**config.mk**
```make
export PLATFORM = sky130hd
export DESIGN_NAME = dram_series_gen
export DESIGN_NICKNAME = d
export VERILOG_FILES = /design/src/rtl/dram_sgen_pkg.sv /design/src/rtl/sgen_lfsr.sv /design/src/rtl/sgen_draw.sv /design/src/rtl/sgen_field_map.sv /design/src/rtl/dram_series_gen.sv
export SDC_FILE = /design/constraint.sdc
export NUM_CORES = 1
export LEC_CHECK = 0
export BUFFER_PORTS_ARGS = -buffer_cell sky130_fd_sc_hd__buf_2
export CAP_MARGIN = 0
export CELL_PAD_IN_SITES_DETAIL_PLACEMENT = 1
export CELL_PAD_IN_SITES_GLOBAL_PLACEMENT = 1
export CORE_MARGIN = 3
export CORE_UTILIZATION = 44
export CTS_CLUSTER_SIZE = 8
export DETAILED_ROUTE_END_ITERATION = 16
export PLACE_DENSITY_LB_ADDON = 0.12
export SLEW_MARGIN = 20
export SYNTH_ARGS = -nofsm -noshare
export SYNTH_HDL_FRONTEND = slang
export SYNTH_SLANG_ARGS = --single-unit
```
**constraint.sdc**
```tcl
create_clock -name clk_i -period 3 [get_ports clk_i]
set_input_delay 0.3 -clock clk_i [delete_from_list [all_inputs] [get_ports clk_i]]
set_output_delay 0.3 -clock clk_i [all_outputs]
set_load 0.05 [all_outputs]
```
**src/rtl/dram_sgen_pkg.sv**
```systemverilog
package dram_sgen_pkg;
  typedef enum logic {
    MAP_BANK_LOW = 1'b0,
    MAP_COL_LOW  = 1'b1
  } map_e;

  typedef enum logic [1:0] {
    RW_WRITE = 2'b00,
    RW_READ  = 2'b01,
    RW_ALT   = 2'b10,
    RW_RAND  = 2'b11
  } rw_mode_e;
endpackage

```
**src/rtl/sgen_lfsr.sv**
```systemverilog
module sgen_lfsr #(
  parameter int          W    = 64,
  parameter logic [63:0] TAPS = 64'hD800_0000_0000_0000,
  parameter logic [63:0] SEED = 64'h1F2E_3D4C_5B6A_7988
) (
  input  logic         clk_i,
  input  logic         rst_ni,
  output logic [W-1:0] state_o
);
  logic [W-1:0] state_q, state_d;

  // Galois form, shifting right
  always_comb begin
    state_d = {1'b0, state_q[W-1:1]};
    if (state_q[0]) state_d = state_d ^ TAPS[W-1:0];
  end

  always_ff @(posedge clk_i or negedge rst_ni) begin
    if (!rst_ni) state_q <= SEED[W-1:0];
    else         state_q <= state_d;
  end

  assign state_o = state_q;
endmodule

```
**src/rtl/sgen_draw.sv**
```systemverilog
module sgen_draw #(
  parameter int RND_W       = 64,
  parameter int ADDR_W      = 32,
  parameter int SPAN_BITS   = 20,
  parameter int BLK_BITS    = 5,
  parameter int COL_BITS    = 5,
  parameter int BANK_BITS   = 3,
  parameter int RANK_W      = 1,
  parameter int COL_CHOICES = 29,
  parameter int BANKS_USED  = 4,
  parameter int RANKS       = 2
) (
  input  logic [RND_W-1:0]     rnd_i,
  input  logic [ADDR_W-1:0]    base_i,
  output logic [ADDR_W-1:0]    raw_o,
  output logic [BANK_BITS-1:0] bank_o,
  output logic [RANK_W-1:0]    rank_o,
  output logic [COL_BITS-1:0]  col_o,
  output logic                 coin_o
);
  localparam int COL_LSB  = SPAN_BITS;
  localparam int BANK_LSB = COL_LSB + COL_BITS;
  localparam int RANK_LSB = BANK_LSB + BANK_BITS;
  localparam int COIN_LSB = RANK_LSB + RANK_W;

  logic [ADDR_W-1:0] sum;

  assign sum   = base_i + ADDR_W'(rnd_i[SPAN_BITS-1:0]);
  assign raw_o = {sum[ADDR_W-1:BLK_BITS], {BLK_BITS{1'b0}}};

  // constant-divisor reductions into each legal range
  assign col_o  = COL_BITS'(32'(rnd_i[COL_LSB +: COL_BITS]) % 32'(COL_CHOICES));
  assign bank_o = BANK_BITS'(32'(rnd_i[BANK_LSB +: BANK_BITS]) % 32'(BANKS_USED));
  assign rank_o = RANK_W'(32'(rnd_i[RANK_LSB +: RANK_W]) % 32'(RANKS));
  assign coin_o = ^rnd_i[RND_W-1:COIN_LSB];
endmodule

```
**src/rtl/sgen_field_map.sv**
```systemverilog
module sgen_field_map #(
  parameter int ADDR_W    = 32,
  parameter int BLK_BITS  = 5,
  parameter int COL_BITS  = 5,
  parameter int BANK_BITS = 3,
  parameter int RANK_BITS = 1,
  parameter int RANK_W    = 1
) (
  input  logic                 start_i,
  input  logic                 col_low_i,
  input  logic [ADDR_W-1:0]    raw_i,
  input  logic [ADDR_W-1:0]    prev_i,
  input  logic [BANK_BITS-1:0] bank_i,
  input  logic [RANK_W-1:0]    rank_i,
  input  logic [COL_BITS-1:0]  col_i,
  output logic [ADDR_W-1:0]    addr_o
);
  localparam int CL_COL  = BLK_BITS;
  localparam int CL_BANK = CL_COL + COL_BITS;
  localparam int CL_RANK = CL_BANK + BANK_BITS;
  localparam int BL_BANK = BLK_BITS;
  localparam int BL_RANK = BL_BANK + BANK_BITS;
  localparam int BL_COL  = BL_RANK + RANK_BITS;

  function automatic logic [ADDR_W-1:0] put_field(input logic [ADDR_W-1:0] a,
                                                  input logic [ADDR_W-1:0] v,
                                                  input int pos, input int w);
    logic [ADDR_W-1:0] m;
    m = ((ADDR_W'(1) << w) - ADDR_W'(1)) << pos;
    return (a & ~m) | ((v << pos) & m);
  endfunction

  logic [ADDR_W-1:0]   cl_base, bl_base, cl_ins, bl_ins, cl_step, bl_step;
  logic [COL_BITS-1:0] bl_col_nxt;

  assign cl_base = put_field(put_field(raw_i, ADDR_W'(col_i), CL_COL, COL_BITS),
                             ADDR_W'(bank_i), CL_BANK, BANK_BITS);
  assign bl_base = put_field(put_field(raw_i, ADDR_W'(bank_i), BL_BANK, BANK_BITS),
                             ADDR_W'(col_i), BL_COL, COL_BITS);

  if (RANK_BITS > 0) begin : g_rank
    assign cl_ins = put_field(cl_base, ADDR_W'(rank_i), CL_RANK, RANK_BITS);
    assign bl_ins = put_field(bl_base, ADDR_W'(rank_i), BL_RANK, RANK_BITS);
  end else begin : g_no_rank
    logic unused_rank;
    assign unused_rank = ^rank_i;
    assign cl_ins = cl_base;
    assign bl_ins = bl_base;
  end

  // column sits above bank and rank: step only that field
  assign bl_col_nxt = prev_i[BL_COL +: COL_BITS] + COL_BITS'(1);
  assign bl_step    = put_field(prev_i, ADDR_W'(bl_col_nxt), BL_COL, COL_BITS);
  assign cl_step    = prev_i + (ADDR_W'(1) << BLK_BITS);

  always_comb begin
    if (start_i) addr_o = col_low_i ? cl_ins : bl_ins;
    else         addr_o = col_low_i ? cl_step : bl_step;
  end
endmodule

```
**src/rtl/dram_series_gen.sv**
```systemverilog
module dram_series_gen
  import dram_sgen_pkg::*;
#(
  parameter int          ADDR_W      = 32,
  parameter int          SPAN_BITS   = 20,
  parameter int          BURST_BYTES = 32,
  parameter int          PAGE_BYTES  = 1024,
  parameter int          BANKS       = 8,
  parameter int          BANKS_USED  = 4,
  parameter int          RANKS       = 2,
  parameter int          SEQ_LEN     = 4,
  parameter int          BYTES_W     = 32,
  parameter int          LFSR_W      = 64,
  parameter logic [63:0] LFSR_TAPS   = 64'hD800_0000_0000_0000,
  parameter logic [63:0] LFSR_SEED   = 64'h1F2E_3D4C_5B6A_7988
) (
  input  logic                           clk_i,
  input  logic                           rst_ni,
  input  logic [ADDR_W-1:0]              base_i,
  input  logic                           map_i,
  input  logic [1:0]                     rw_mode_i,
  output logic                           req_valid_o,
  input  logic                           req_ready_i,
  output logic [ADDR_W-1:0]              req_addr_o,
  output logic                           req_we_o,
  output logic [$clog2(BURST_BYTES):0]   req_size_o,
  output logic [BYTES_W-1:0]             total_bytes_o
);
  localparam int BLK_BITS    = $clog2(BURST_BYTES);
  localparam int COLS        = PAGE_BYTES / BURST_BYTES;
  localparam int COL_BITS    = $clog2(COLS);
  localparam int BANK_BITS   = $clog2(BANKS);
  localparam int RANK_BITS   = $clog2(RANKS);
  localparam int RANK_W      = (RANK_BITS > 0) ? RANK_BITS : 1;
  localparam int COL_CHOICES = COLS - SEQ_LEN + 1;
  localparam int CNT_W       = (SEQ_LEN > 1) ? $clog2(SEQ_LEN) : 1;
  localparam int SIZE_W      = BLK_BITS + 1;

  logic                 valid_q, we_q, col_low_q;
  logic [ADDR_W-1:0]    addr_q, next_addr;
  logic [CNT_W-1:0]     cnt_q;
  logic [BYTES_W-1:0]   bytes_q;
  logic [LFSR_W-1:0]    rnd;
  logic [ADDR_W-1:0]    raw;
  logic [BANK_BITS-1:0] bank;
  logic [RANK_W-1:0]    rank;
  logic [COL_BITS-1:0]  col;
  logic                 coin, we_pick, map_sel;
  logic                 produce, handshake, start;
  rw_mode_e             mode;

  sgen_lfsr #(
    .W    (LFSR_W),
    .TAPS (LFSR_TAPS),
    .SEED (LFSR_SEED)
  ) i_lfsr (
    .clk_i   (clk_i),
    .rst_ni  (rst_ni),
    .state_o (rnd)
  );

  sgen_draw #(
    .RND_W       (LFSR_W),
    .ADDR_W      (ADDR_W),
    .SPAN_BITS   (SPAN_BITS),
    .BLK_BITS    (BLK_BITS),
    .COL_BITS    (COL_BITS),
    .BANK_BITS   (BANK_BITS),
    .RANK_W      (RANK_W),
    .COL_CHOICES (COL_CHOICES),
    .BANKS_USED  (BANKS_USED),
    .RANKS       (RANKS)
  ) i_draw (
    .rnd_i  (rnd),
    .base_i (base_i),
    .raw_o  (raw),
    .bank_o (bank),
    .rank_o (rank),
    .col_o  (col),
    .coin_o (coin)
  );

  assign handshake = valid_q && req_ready_i;
  assign produce   = !valid_q || req_ready_i;
  assign start     = (cnt_q == '0);
  assign map_sel   = start ? map_i : col_low_q;
  assign mode      = rw_mode_e'(rw_mode_i);

  sgen_field_map #(
    .ADDR_W    (ADDR_W),
    .BLK_BITS  (BLK_BITS),
    .COL_BITS  (COL_BITS),
    .BANK_BITS (BANK_BITS),
    .RANK_BITS (RANK_BITS),
    .RANK_W    (RANK_W)
  ) i_field_map (
    .start_i   (start),
    .col_low_i (map_sel),
    .raw_i     (raw),
    .prev_i    (addr_q),
    .bank_i    (bank),
    .rank_i    (rank),
    .col_i     (col),
    .addr_o    (next_addr)
  );

  always_comb begin
    unique case (mode)
      RW_WRITE: we_pick = 1'b1;
      RW_READ:  we_pick = 1'b0;
      RW_ALT:   we_pick = ~we_q;
      default:  we_pick = coin;
    endcase
  end

  always_ff @(posedge clk_i or negedge rst_ni) begin
    if (!rst_ni) begin
      valid_q   <= 1'b0;
      addr_q    <= '0;
      we_q      <= 1'b0;
      col_low_q <= MAP_COL_LOW;
      cnt_q     <= '0;
      bytes_q   <= '0;
    end else begin
      if (produce) begin
        valid_q <= 1'b1;
        addr_q  <= next_addr;
        if (start) begin
          cnt_q     <= CNT_W'(SEQ_LEN - 1);
          col_low_q <= map_i;
          we_q      <= we_pick;
        end else begin
          cnt_q <= cnt_q - CNT_W'(1);
        end
      end
      if (handshake) bytes_q <= bytes_q + BYTES_W'(BURST_BYTES);
    end
  end

  assign req_valid_o   = valid_q;
  assign req_addr_o    = addr_q;
  assign req_we_o      = we_q;
  assign req_size_o    = SIZE_W'(BURST_BYTES);
  assign total_bytes_o = bytes_q;
endmodule

```
# After elaboration in Yosys (flattened, before gate mapping)
# Index checks and enable logic that the tools add are counted.
[word_totals]
ff_bits = 133
word_cells = 38
[op_classes]
n_addsub = 5
div_mod_pow = 1
n_eq_ne = 2
mux = 7
bitwise = 9
n_reduce_logical = 7
[ops]
columns = ["operator", "count"]
rows = [
  ["two-way mux 32 bit", 3],
  ["bitwise OR 32 x 14 -> 32 bit", 3],
  ["adder 32 x 6 -> 32 bit (second input constant)", 2],
  ["two-way mux 64 bit", 1],
  ["parity 35 bit", 1],
  ["adder 32 x 20 -> 32 bit", 1],
  ["modulo 5 x 5 -> 32 bit (second input constant)", 1],
  ["bitwise OR 32 x 10 -> 32 bit", 1],
  ["bitwise OR 32 x 12 -> 32 bit", 1],
  ["bitwise OR 32 x 7 -> 32 bit", 1],
  ["bitwise OR 32 x 9 -> 32 bit", 1],
  ["adder 5 x 1 -> 5 bit (second input constant)", 1],
  ["zero test 2 bit", 2],
  ["NOT 3 -> 4 bit", 1],
  ["case mux 1 bit (3 select lines)", 1],
  ["== test 2 x 1 -> 1 bit (second input constant)", 1],
  ["== test 2 bit (second input constant)", 1],
  ["two-way mux 2 bit", 1],
  ["AND reduction 2 bit", 1],
  ["subtractor 2 x 1 -> 2 bit (second input constant)", 1],
  ["logical AND 1 bit", 1],
  ["zero test 1 bit", 1],
  ["logical OR 1 bit", 1],
  ["two-way mux 1 bit", 1],
  ["NOT 1 bit", 1],
]

# Logic depth before layout (Yosys ltp)
# Gate-level depths: netlist (run 1).
[logic_depth]
ltp_word = 6
mapped_depth = 11
ltp_nobuf = 11

# Hierarchy
# A second synthesis (run 1) with hierarchy kept.
[unflattened]
cells_unflattened = 702
area_unflattened_um2 = 7552.2
[by_module_without_submodules]
columns = ["mod", "n_inst", "cells_per_inst", "area_each_um2"]
rows = [
  ["dram_series_gen", 1, 204, 2732.6],
  ["sgen_lfsr", 1, 128, 2127.0],
  ["sgen_draw", 1, 199, 1614.0],
  ["sgen_field_map", 1, 171, 1078.5],
]

# Worst setup path before layout (run 1)
# OpenSTA, ideal clock, no wires.
[synth_timing]
path_type = "register -> register"
start = "register addr_q[20], in the netlist req_addr_o[20]"
end = "register addr_q[31], in the netlist req_addr_o[31]"
setup_time_ns = 0.126
arrival_time_ns = 2.225
required_ns = 2.874
slack_ns = 0.649
path_stages_with_launch = 8
path_cell_list = "dfrtp_1 nand2_1 or4_4 nor2_4 and3_1 and3_1 o21ai_1 a221o_1"
[synth_via]
elab_chain_cells = 3
[synth_lines]
columns = ["item", "line_no", "source"]
rows = [
  ["from (decl)", "dram_series_gen.sv:40", "logic [ADDR_W-1:0] addr_q, next_addr;"],
  ["from (signal assigned)", "dram_series_gen.sv:127", "addr_q <= next_addr;"],
  ["adder 32 x 6 -> 32 bit", "sgen_field_map.sv:54", "assign cl_step = prev_i + (ADDR_W'(1) << BLK_BITS);"],
  ["two-way mux 32 bit", "sgen_field_map.sv:58", "else addr_o = col_low_i ? cl_step : bl_step;"],
  ["two-way mux 32 bit", "sgen_field_map.sv:57", "if (start_i) addr_o = col_low_i ? cl_ins : bl_ins;"],
]
# No other way between the ends.
# A chain may end at the register's enable or synchronous reset.

# Worst setup path after layout (run 1)
[layout_timing]
start = "register i_lfsr.state_q[12], in the netlist i_lfsr.state_o[12]"
end = "register addr_q[31], in the netlist req_addr_o[31]"
[layout_via]
elab_chain_cells = 6
elab_cells_between_ends = 9
[layout_lines]
columns = ["item", "line_no", "source"]
rows = [
  ["from (decl)", "sgen_lfsr.sv:10", "logic [W-1:0] state_q, state_d;"],
  ["from (signal assigned)", "sgen_lfsr.sv:19", "if (!rst_ni) state_q <= SEED[W-1:0];"],
  ["from (signal assigned)", "sgen_lfsr.sv:20", "else state_q <= state_d;"],
  ["adder 32 x 20 -> 32 bit (*)", "sgen_draw.sv:28", "assign sum = base_i + ADDR_W'(rnd_i[SPAN_BITS-1:0]);"],
  ["bitwise OR 32 x 7 -> 32 bit or bitwise OR 32 x 10 -> 32 bit (tied branches)", "sgen_field_map.sv:30", "return (a & ~m) | ((v << pos) & m);"],
  ["bitwise OR 32 x 14 -> 32 bit or bitwise OR 32 x 12 -> 32 bit (tied branches)", "sgen_field_map.sv:30", ""],
  ["bitwise OR 32 x 9 -> 32 bit or bitwise OR 32 x 14 -> 32 bit (tied branches)", "sgen_field_map.sv:30", ""],
  ["two-way mux 32 bit (*) (2 in series)", "sgen_field_map.sv:57", ""],
]
# Every way passes the cells marked *; elsewhere a longest branch is shown, timed or not.

==> key figures, run 1 <==
Layout
  • Area Overhead vs Synth: 18.88%
  • Final instance area: 7699 um^2
  • FF+latch area: about 3100 um^2
  • Number of diodes: 0
  • Area of the multi-input gates: 3157 um^2
  • Layout cells sized above 1: 0.2507
  • Finished Core Util: 0.5441
  • Final Net Count: around 800
  • Finished Layout Cells: 930
  • Filler Cell Count: between 1500 and 2000

Flow run
  • Max_cap viols: 0

Synth
  • Fraction of registers with async set or reset after synthesis: 1.000
  • Post-synth EDFFs: 0
  • Post-synth top flop: dfrtp_1
  • Synth warn: 0
  • Register bit total from synthesis: about 120
  • Post-Synthesis Cells: ~630
  • Cell taking the most area after synthesis: dfrtp_1
  • Leading post-synthesis cells by instance count: 89 x dfrtp_1, 61 x xnor2_1, 49 x nand2_1
  • Synth top area share: 0.3439
  • Synth top area cells: dfrtp_1 34%, dfstp_2 14%, xnor2_1 8.2%, ha_1 5.0%, a21oi_1 2.9%
  • Synth cell types: 73
  • Post-Syn Area: between 6000 and 7000 um^2
  • Syn_area_per_cell: between 10 and 15 um^2
  • Count leader, synth: dfrtp_1
  • Seq/Total Area, Yosys: 0.4818

Power
  • Sw frac: 0.4098
  • Switch Pwr: 2.643 mW
  • Power share of the clock group: 0.318
  • Power share of the combinational group: 0.336
  • Total leakage power: 3.579 nW
  • Sequential Power Share: 0.346
  • Total power density per cell area: ~840 nW/um^2
  • Worst IR drop on VDD: ~0.48 mV
  • Total power: approximately 6.4 mW
  • Internal power: ~3.8 mW

Clocking
  • Post-CTS setup buffers: 0
  • Maximum level of the CTS H-tree: 4
  • Post-CTS sizing: 0
  • Clock tree buffer depth: 2
  • CTS tree: built
  • CTS clk-pin slew, worst paths: ~0.060 ns
  • Worst-skew pair later-pin latency: ~0.42 ns
  • Root Driver: clkbuf_16
  • Total CTS buffers: 17
  • CTS Hold Buffers Added: 0
  • CTS Sinks: approximately 120

Timing
  • Slew headroom: 0.3820
  • Final Skew: 0.01113 ns
  • Max frequency: around 370 MHz
  • # setup viols final: 0
  • Endpoints failing hold: 0
  • Final WS setup: 0.2926 ns
  • Worst slew pin tran: just over 0.9 ns
  • RSZ-0062 raised after global routing: false
  • Final critical-path share of the clock period: 0.9025
  • Tmin final: ~2.7 ns
  • TNS Setup: 0 ns
  • Final Max Slew Viols: 0
  • Final worst hold slack: roughly 0.0038 ns

Worst setup path
  • Required @ worst endpoint: 3.30 ns
  • CP Buf/Inv Count: 0
  • Slowest stage delay, CP: 0.53 ns
  • Critical path arrival: about 3 ns
  • Max FO, Critical Path: 7
  • Critical path class: reg2reg
  • Crit path max-delay family: compound AO/OA/AOI/OAI gates
  • Startpoint Class: flip-flop
  • Most used cell, CP: o2111ai_1
  • Crit-path cells: ha_1 > nand4_1 > nor2_1 > o2111ai_1 > a21oi_2 > o2111ai_1 > xnor2_1 > a221o_1
  • Critical Path Slowest Stage Cell: dfstp_2
  • Worst Setup End Kind: flip-flop

Route
  • Antenna viol nets, final: 0
  • Vias per Instance: between 5 and 6
  • DRC: 0
  • Initial drt markers: around 300
  • Via Count: between 5000 and 6000
  • TritonRoute pass-1 iters: 4
  • Routed Wire Length: 17.02 mm
  • Routed len/inst: ~18 um

Global route
  • Vias in the first global route: 5525
  • First-pass GRT wire length: between 20 and 30 mm
  • Total track usage: 0.2174
  • Initial antenna violation count: 0
  • GRT overflow: 0
  • Largest net degree at the start of global routing: 76

Floorplanning
  • Die area: between 15000 and 20000 um^2
  • Chip width: 127.3 um
  • Core Area: roughly 14000 um^2
  • Die height: approximately 130 um
  • Starting Density: 0.4577
  • Ports: 110
  • FP Rows: 43

Placement
  • Placement Cell Area: a little over 7000 um^2
  • Gpl congestion: 0.8780
  • PortBufs: 93
  • Post-detail-place hpwl: 12.24 mm
  • Placed Cells: 898
  • Dpl ws: approximately 0.31 ns

Min path
  • Min-Delay Path Class: in2async

Status
  • Outcome: finished, final reports clean
## flip-flops by register name, indices dropped and copies added, names as in the netlist
name and cells:
cnt_q 2, col_low_q 1, i_lfsr.state_o 64, req_addr_o 27
req_valid_o 1, req_we_o 1, total_bytes_o 27
## layout by cell type, fill, tap and decap left out, types with 18 or more instances in the layout
master	synthesis	final
a21oi_1	37	37
and3_1	18	18
buf_2	1	92
dfrtp_1	89	89
dfstp_2	34	34
ha_1	26	26
nand2_1	49	49
nand3_1	26	26
nor2_1	45	45
o21ai_0	32	32
xnor2_1	61	61
## kinds of logic (layout without fill, tap and decap cells)
kind of cell    Yosys count  count (layout)  share of synthesized area
buf+inv                  46             149                    0.03941
simple gates            195             195                     0.1555
mux                       5               5                   0.008114
flops                   123             123                     0.4818
fa+ha+maj                26              26                    0.05023
other cells               2              17                   0.001160
xor+xnor                 78              78                     0.1055
compound gates          157             157                     0.1582
## power by group through the flow
stage	clock [mW]	sequential (mW)	combinational [mW]
after floorplan	0	2.82	0.957
after global placement	0	2.22	2.11
after detailed placement	0	2.25	2.15
after CTS	2.09	2.23	2.17
after global routing	2.19	2.27	2.34
final	2.05	2.23	2.17
## layer usage
layer  GRT usage  vias up  wire [um]  share of wire
met2      0.3623      111       8447           0.50
met5           0        -          0              0
met4     0.07003        0        153         0.0090
li1            -     2446          -              -
met1      0.2847     2642       7633           0.45
met3     0.04515       17        786          0.046
## path summary, 6_finish.rpt
kind	end	start	depth (start not counted)	slack [ns]
setup / recovery	req_addr_o[31]	i_lfsr.state_o[12]	8	0.29
hold / removal	i_lfsr.state_o[36]	rst_ni	1	0.004
setup reg to reg	req_addr_o[31]	i_lfsr.state_o[12]	8	0.29
hold reg to reg	i_lfsr.state_o[7]	i_lfsr.state_o[8]	0	0.37
max in group asynchronous	i_lfsr.state_o[14]	rst_ni	2	2.11
min in group clk_i	req_addr_o[21]	base_i[21]	3	0.16
## worst reg2reg max path, stage by stage, from the launching register on
cell and delay [ns]:
dfstp_2 0.53, ha_1 0.20, nand4_1 0.27, nor2_1 0.32
o2111ai_1 0.22, a21oi_2 0.38, o2111ai_1 0.18, xnor2_1 0.15
a221o_1 0.35
## cell type report
| cell class | count | area share |
|---|---|---|
| clock inverters | 8 | 0.01398 |
| inverters | 11 | 0.005363 |
| well taps | 180 | 0.02925 |
| repair buffers | 106 | 0.07346 |
| clock buffers | 24 | 0.06257 |
| flip-flops and latches | 123 | 0.4053 |
| multi-input cells | 478 | 0.4100 |
Power figures use the tool's default switching activity.
==> inputs of run 2 (changes only) <==
HOLD_SLACK_MARGIN = 0.06   (was default)
==> run 2 against run 1 <==
  * Clock skew is essentially flat
  * Clock power barely moved
  * Total power about the same
  * Worst setup slack improved by 0.0018 ns
  * Global-route usage did not move
  * Register-to-register slack about the same
  * Worst hold slack better by 0.15 ns
  * Routed wire length fell by 0.23%
  * First-iteration DRC count is 7.7% higher
  * Maximum frequency is essentially flat
  * Clock-buffer cell count unchanged
  * Largest power group unchanged
==> key figures, run 2 (synthesis results as in run 1) <==
Status
  • Outcome: finished, final reports clean

Worst setup path
  • RR Startpoint: i_lfsr.state_o[13]
  • Most used cell, CP: o2111ai_1
  • Max FO, Critical Path: 7
  • Startpoint Class: flip-flop
  • Crit-path cells: ha_1 > nand4_1 > nor2_1 > o2111ai_1 > a21oi_2 > o2111ai_1 > xnor2_1 > a221o_1
  • Critical path class: reg2reg
  • Required @ worst endpoint: approximately 3.3 ns
  • Worst setup path start: i_lfsr.state_o[13]
  • Critical Path Slowest Stage Cell: dfstp_2
  • Worst Setup End Kind: flip-flop
  • Critical path arrival: around 3.0 ns
  • Slowest stage delay, CP: between 0.5 and 0.6 ns

Timing
  • RSZ-0062 raised after global routing: false
  • Final Skew: around 0.011 ns
  • Final Max Slew Viols: 0
  • Tmin final: 2.706 ns
  • Max frequency: around 370 MHz
  • # setup viols final: 0
  • Final worst hold slack: about 0.15 ns
  • Worst slew pin tran: 0.9313 ns
  • TNS Setup: 0 ns
  • Slew headroom: 0.3792
  • Endpoints failing hold: 0
  • Final critical-path share of the clock period: 0.9019

Floorplanning
  • Die height: 127.3 um
  • Core Area: approximately 14000 um^2
  • FP Rows: 43
  • Die area: around 16000 um^2
  • Chip width: about 130 um
  • Starting Density: 0.4577
  • Ports: 110

Global route
  • GRT overflow: 0
  • Total track usage: 0.2174
  • Largest net degree at the start of global routing: 76
  • First-pass GRT wire length: between 20 and 30 mm
  • Vias in the first global route: ~5500
  • Initial antenna violation count: 0

Clocking
  • CTS clk-pin slew, worst paths: ~0.060 ns
  • CTS Sinks: 123
  • Maximum level of the CTS H-tree: 4
  • Total CTS buffers: 17
  • Post-CTS setup buffers: 0
  • CTS Hold Buffers Added: 1
  • Worst-skew pair later-pin latency: 0.42 ns
  • Post-CTS sizing: 0
  • Root Driver: clkbuf_16
  • CTS tree: built
  • Clock tree buffer depth: 2

Layout
  • Finished Layout Cells: between 900 and 1000
  • Max reg flops: between 60 and 70
  • Number of diodes: 0
  • Final Net Count: between 800 and 900
  • Most common cell after layout, fill and taps aside: buf_2
  • Final instance area: just under 8000 um^2
  • Most frequent cells in the layout: 92 x buf_2, 89 x dfrtp_1, 61 x xnor2_1, 49 x nand2_1, 45 x nor2_1
  • Layout cells sized above 1: 0.2503
  • Area Overhead vs Synth: 19.03%

Route
  • Initial drt markers: approximately 320
  • Routed Wire Length: about 17 mm
  • DRC: 0
  • Vias per Instance: about 5.6
  • Routed len/inst: 18.24 um
  • Antenna viol nets, final: 0
  • Via Count: 5214
  • TritonRoute pass-1 iters: 4

Flow run
  • Max_cap viols: 0

Placement
  • PortBufs: 93
  • Gpl congestion: approximately 0.88
  • Post-detail-place hpwl: around 12 mm
  • Placement Cell Area: between 7000 and 8000 um^2
  • Placed Cells: 898

Power
  • Sequential Power Share: 0.346
  • Power share of the clock group: 0.318
  • Total power density per cell area: roughly 840 nW/um^2
  • Switch Pwr: roughly 2.6 mW
  • Internal power: ~3.8 mW
  • Sw frac: 0.4094
  • Total leakage power: between 3 and 4 nW
  • Worst IR drop on VDD: between 0.4 and 0.5 mV
  • Power share of the combinational group: 0.336
  • Total power: ~6.4 mW

Min path
  • Hold Startpoint: base_i[21]
  • Min-Delay Path Class: in2reg
==> run 2: cell count changes in the layout (fill, tap and decap cells not counted), sizes merged <==
| cell | before | now |
|---|---|---|
| dlygate4sd3 | 0 | 1 |
==> run 2: cell type report <==
type / instances / area, um^2
fillers: 1580 / 6441
well taps: 180 / 225.2
inverters: 11 / 41.29
clock buffers: 24 / 481.7
multi-input cells: 478 / 3157
flip-flops and latches: 123 / 3120
clock inverters: 8 / 107.6
repair buffers: 107 / 575.6
==> run 2: worst paths after layout <==
path,cells past startpoint,end,slack [ns]
max,8,req_addr_o[31],0.29
min,3,req_addr_o[21],0.15
max reg2reg,8,req_addr_o[31],0.29
min reg2reg,0,i_lfsr.state_o[49],0.37
max in group asynchronous,3,i_lfsr.state_o[14],1.56
min in group asynchronous,2,i_lfsr.state_o[36],0.55
==> run 2: critical path: cells and delay by family, from the launching register on <==
kind | cells | cell delay (ns)
compound gates | 4 | 1.13
flops | 1 | 0.53
xor+xnor | 1 | 0.15
simple gates | 2 | 0.59
fa+ha+maj | 1 | 0.20
==> run 2: metrics by stage <==
stage          worst slack [ns]    util
4_1_cts                  0.2853  0.5448
3_5_place_dp             0.3138  0.5024
6_report                 0.2944  0.5448
3_3_place_gp             0.4237  0.5024
2_1_floorplan            0.6492       -
5_1_grt                 0.09937  0.5448
==> run 2: power by group through the flow <==
stage	sequential [mW]	combinational (mW)	clock (mW)
CTS	2.23	2.17	2.09
detailed placement	2.25	2.15	0
global route	2.27	2.34	2.19
floorplan	2.82	0.957	0
global placement	2.22	2.11	0
finish	2.23	2.17	2.05
==> run 2: routing by layer <==
layer / share of wire / global-route usage
met2: 0.49 / 0.3623
met4: 0.0085 / 0.07003
met1: 0.45 / 0.2849
met3: 0.048 / 0.04473
met5: 0 / 0
==> inputs of run 3 (changes only) <==
--- a/config.mk
+++ b/config.mk
@@ -7,3 +7,2 @@
 export LEC_CHECK = 0
-export BUFFER_PORTS_ARGS = -buffer_cell sky130_fd_sc_hd__buf_2
 export CAP_MARGIN = 0
@@ -12,8 +11,8 @@
 export CORE_MARGIN = 3
-export CORE_UTILIZATION = 44
+export CORE_UTILIZATION = 50
 export CTS_CLUSTER_SIZE = 8
 export DETAILED_ROUTE_END_ITERATION = 16
+export DONT_BUFFER_PORTS = 1
 export HOLD_SLACK_MARGIN = 0.06
 export PLACE_DENSITY_LB_ADDON = 0.12
-export SLEW_MARGIN = 20
 export SYNTH_ARGS = -nofsm -noshare
==> constraint.sdc (replaced) <==
create_clock -name clk_i -period 3 [get_ports clk_i]
set_input_delay 0.6 -clock clk_i [delete_from_list [all_inputs] [get_ports clk_i]]
set_output_delay 0.6 -clock clk_i [all_outputs]
set_load 0.05 [all_outputs]
==> run 3 against run 2 <==
  * The run now ends with hold timing left
  * First-iteration DRC count shrank 4.7%
  * Largest power group unchanged
  * Largest cell class unchanged
  * Worst hold slack got worse by 0.27 ns
  * Critical path depth stayed put
  * Core utilization grew 5.8 points
  * Cell count down 9.3%
  * Critical endpoint unchanged
  * Clock power rose by 11%
  * Sequential cell count did not move
  * Sequential share of layout area rose by 1.6 points
==> key figures, run 3 (synthesis results as in run 1) <==
Floorplanning
  • Chip width: approximately 120 um
  • Core Area: about 12000 um^2
  • FP Rows: 40
  • Die area: ~14000 um^2
  • Ports: 110
  • Die height: ~120 um
  • Starting Density: 0.5260

Power
  • Total power: 6.601 mW
  • Switch Pwr: 2.612 mW
  • Internal power: between 3 and 4 mW
  • Sw frac: 0.3957
  • Total leakage power: between 3 and 4 nW
  • Sequential Power Share: 0.376
  • Total power density per cell area: just under 900 nW/um^2
  • Power share of the combinational group: 0.279
  • Worst IR drop on VDD: 0.5824 mV
  • Power share of the clock group: 0.345

Global route
  • First-pass GRT wire length: between 20 and 30 mm
  • GRT overflow: 0
  • Total track usage: 0.2579
  • Largest net degree at the start of global routing: ~120
  • Initial antenna violation count: 0
  • Vias in the first global route: about 5500

Worst setup path
  • Startpoint Class: flip-flop
  • Max FO, Critical Path: 7
  • Critical path arrival: just under 3 ns
  • R2R setup slack: around 0.34 ns
  • Required @ worst endpoint: about 3.3 ns
  • Worst setup path start: i_lfsr.state_o[11]
  • R2r endpoint: req_addr_o[31]
  • Worst Setup End Kind: flip-flop
  • Register-to-Register Path Depth: 8
  • RR Startpoint: i_lfsr.state_o[11]
  • Critical path class: reg2reg

Timing
  • Final WS setup: between 0.3 and 0.4 ns
  • Final Max Slew Viols: 0
  • RSZ-0062 raised after global routing: false
  • Slew headroom: 0.5121
  • Endpoints failing hold: roughly 90
  • Worst slew pin tran: around 0.72 ns
  • Final Skew: roughly 0.0068 ns
  • TNS Setup: 0 ns
  • # setup viols final: 0
  • Final critical-path share of the clock period: 0.8856
  • Final worst hold slack: -0.1167 ns
  • Tmin final: 2.657 ns
  • Max frequency: around 380 MHz

Placement
  • Dpl ws: 0.1776 ns
  • PortBufs: 0
  • Post-detail-place hpwl: between 10 and 15 mm
  • Gpl congestion: 0.8127
  • Placement Cell Area: a little under 7000 um^2
  • Placed Cells: between 800 and 900

Layout
  • Area Overhead vs Synth: 14.61%
  • Max reg flops: between 60 and 70
  • Finished Layout Cells: around 840
  • Number of diodes: 0
  • Most frequent cells in the layout: 89 x dfrtp_1, 61 x xnor2_1, 49 x nand2_1, 45 x nor2_1, 37 x a21oi_1
  • Final Net Count: 727
  • Most common cell after layout, fill and taps aside: dfrtp_1
  • Layout cells sized above 1: 0.1701
  • Final instance area: 7422 um^2
  • Filler Cell Count: about 1400

Route
  • Antenna viol nets, final: 0
  • DRC: 0
  • TritonRoute pass-1 iters: 4
  • Via Count: 4988
  • Initial drt markers: about 310
  • Vias per Instance: roughly 6
  • Routed len/inst: 20.78 um
  • Routed Wire Length: between 15 and 20 mm

Status
  • Outcome: complete, but fails checks
  • Violated checks: hold timing

Clocking
  • Maximum level of the CTS H-tree: 4
  • CTS clk-pin slew, worst paths: roughly 0.05 ns
  • Worst-skew pair later-pin latency: about 0.42 ns
  • CTS Sinks: between 100 and 150
  • Root Driver: clkbuf_16
  • CTS tree: built
  • Total CTS buffers: 17
  • Clock tree buffer depth: 2

Min path
  • Min-Delay Path Class: in2async

Flow run
  • Max_cap viols: 0
[run 3: changes by cell type in the layout (fill, tap and decap cells not counted), sizes merged]
cell         previous run  this run
dlygate4sd3             1         0
clkinv                  2         3
bufinv                  2         5
inv                    14        12
buf                   106        32
clkbuf                 24        22
[run 3: power groups by stage]
stage | Sequential, mW | Combinational [mW] | Clock, mW
6_report | 2.48 | 1.84 | 2.27
5_1_grt | 2.52 | 2.00 | 2.40
4_1_cts | 2.48 | 1.84 | 2.31
3_5_place_dp | 2.50 | 1.80 | 0
3_3_place_gp | 2.48 | 1.73 | 0
2_1_floorplan | 2.82 | 0.957 | 0
[run 3: area by class of cell]
class	count	area (um^2)	area share
multi-input combinational	478	3157	0.4253
sequential	123	3120	0.4204
clock buffer	22	464.2	0.06254
timing repair buffer	32	240.2	0.03237
tap	168	210.2	0.02832
clock inverter	10	188.9	0.02546
inverter	11	41.29	0.005563
[run 3: timing repair]
item / in CTS / in global routing
endpoints found under the hold margin: 123 / 123
gates resized for setup: 0 / 0
setup buffers: 0 / 0
[run 3: worst max-delay path, stage by stage (launching register included)]
cell and delay, ns:
dfstp_2 0.54, ha_1 0.28, a211oi_2 0.28, o211ai_1 0.15, a221oi_2 0.39, a21oi_2 0.19
o2111ai_1 0.27, xnor2_1 0.10, a221o_1 0.34
[run 3: per-stage QoR]
stage / util / hold slack [ns]
after floorplan: - / 0.3044
after global placement: 0.5498 / 0.3086
after detailed placement: 0.5498 / 0.3075
after CTS: 0.6028 / -0.1436
after global routing: 0.6028 / -0.1475
final: 0.6028 / -0.1167
[run 3: metal layers]
| metal | track usage | wire length, um |
|---|---|---|
| met1 | 0.3049 | 7181 |
| met2 | 0.4410 | 8889 |
| met3 | 0.08530 | 1145 |
| met4 | 0.08948 | 319 |
| met5 | 0 | 0 |
[run 3: worst max-delay path by stage]
stage                                end  slack (ns)
after floorplan           req_addr_o[31]        0.50
after global placement    req_addr_o[31]        0.31
after detailed placement  req_addr_o[31]        0.18
after CTS                 req_addr_o[31]        0.34
after global routing      req_addr_o[31]        0.19
final                     req_addr_o[31]        0.34
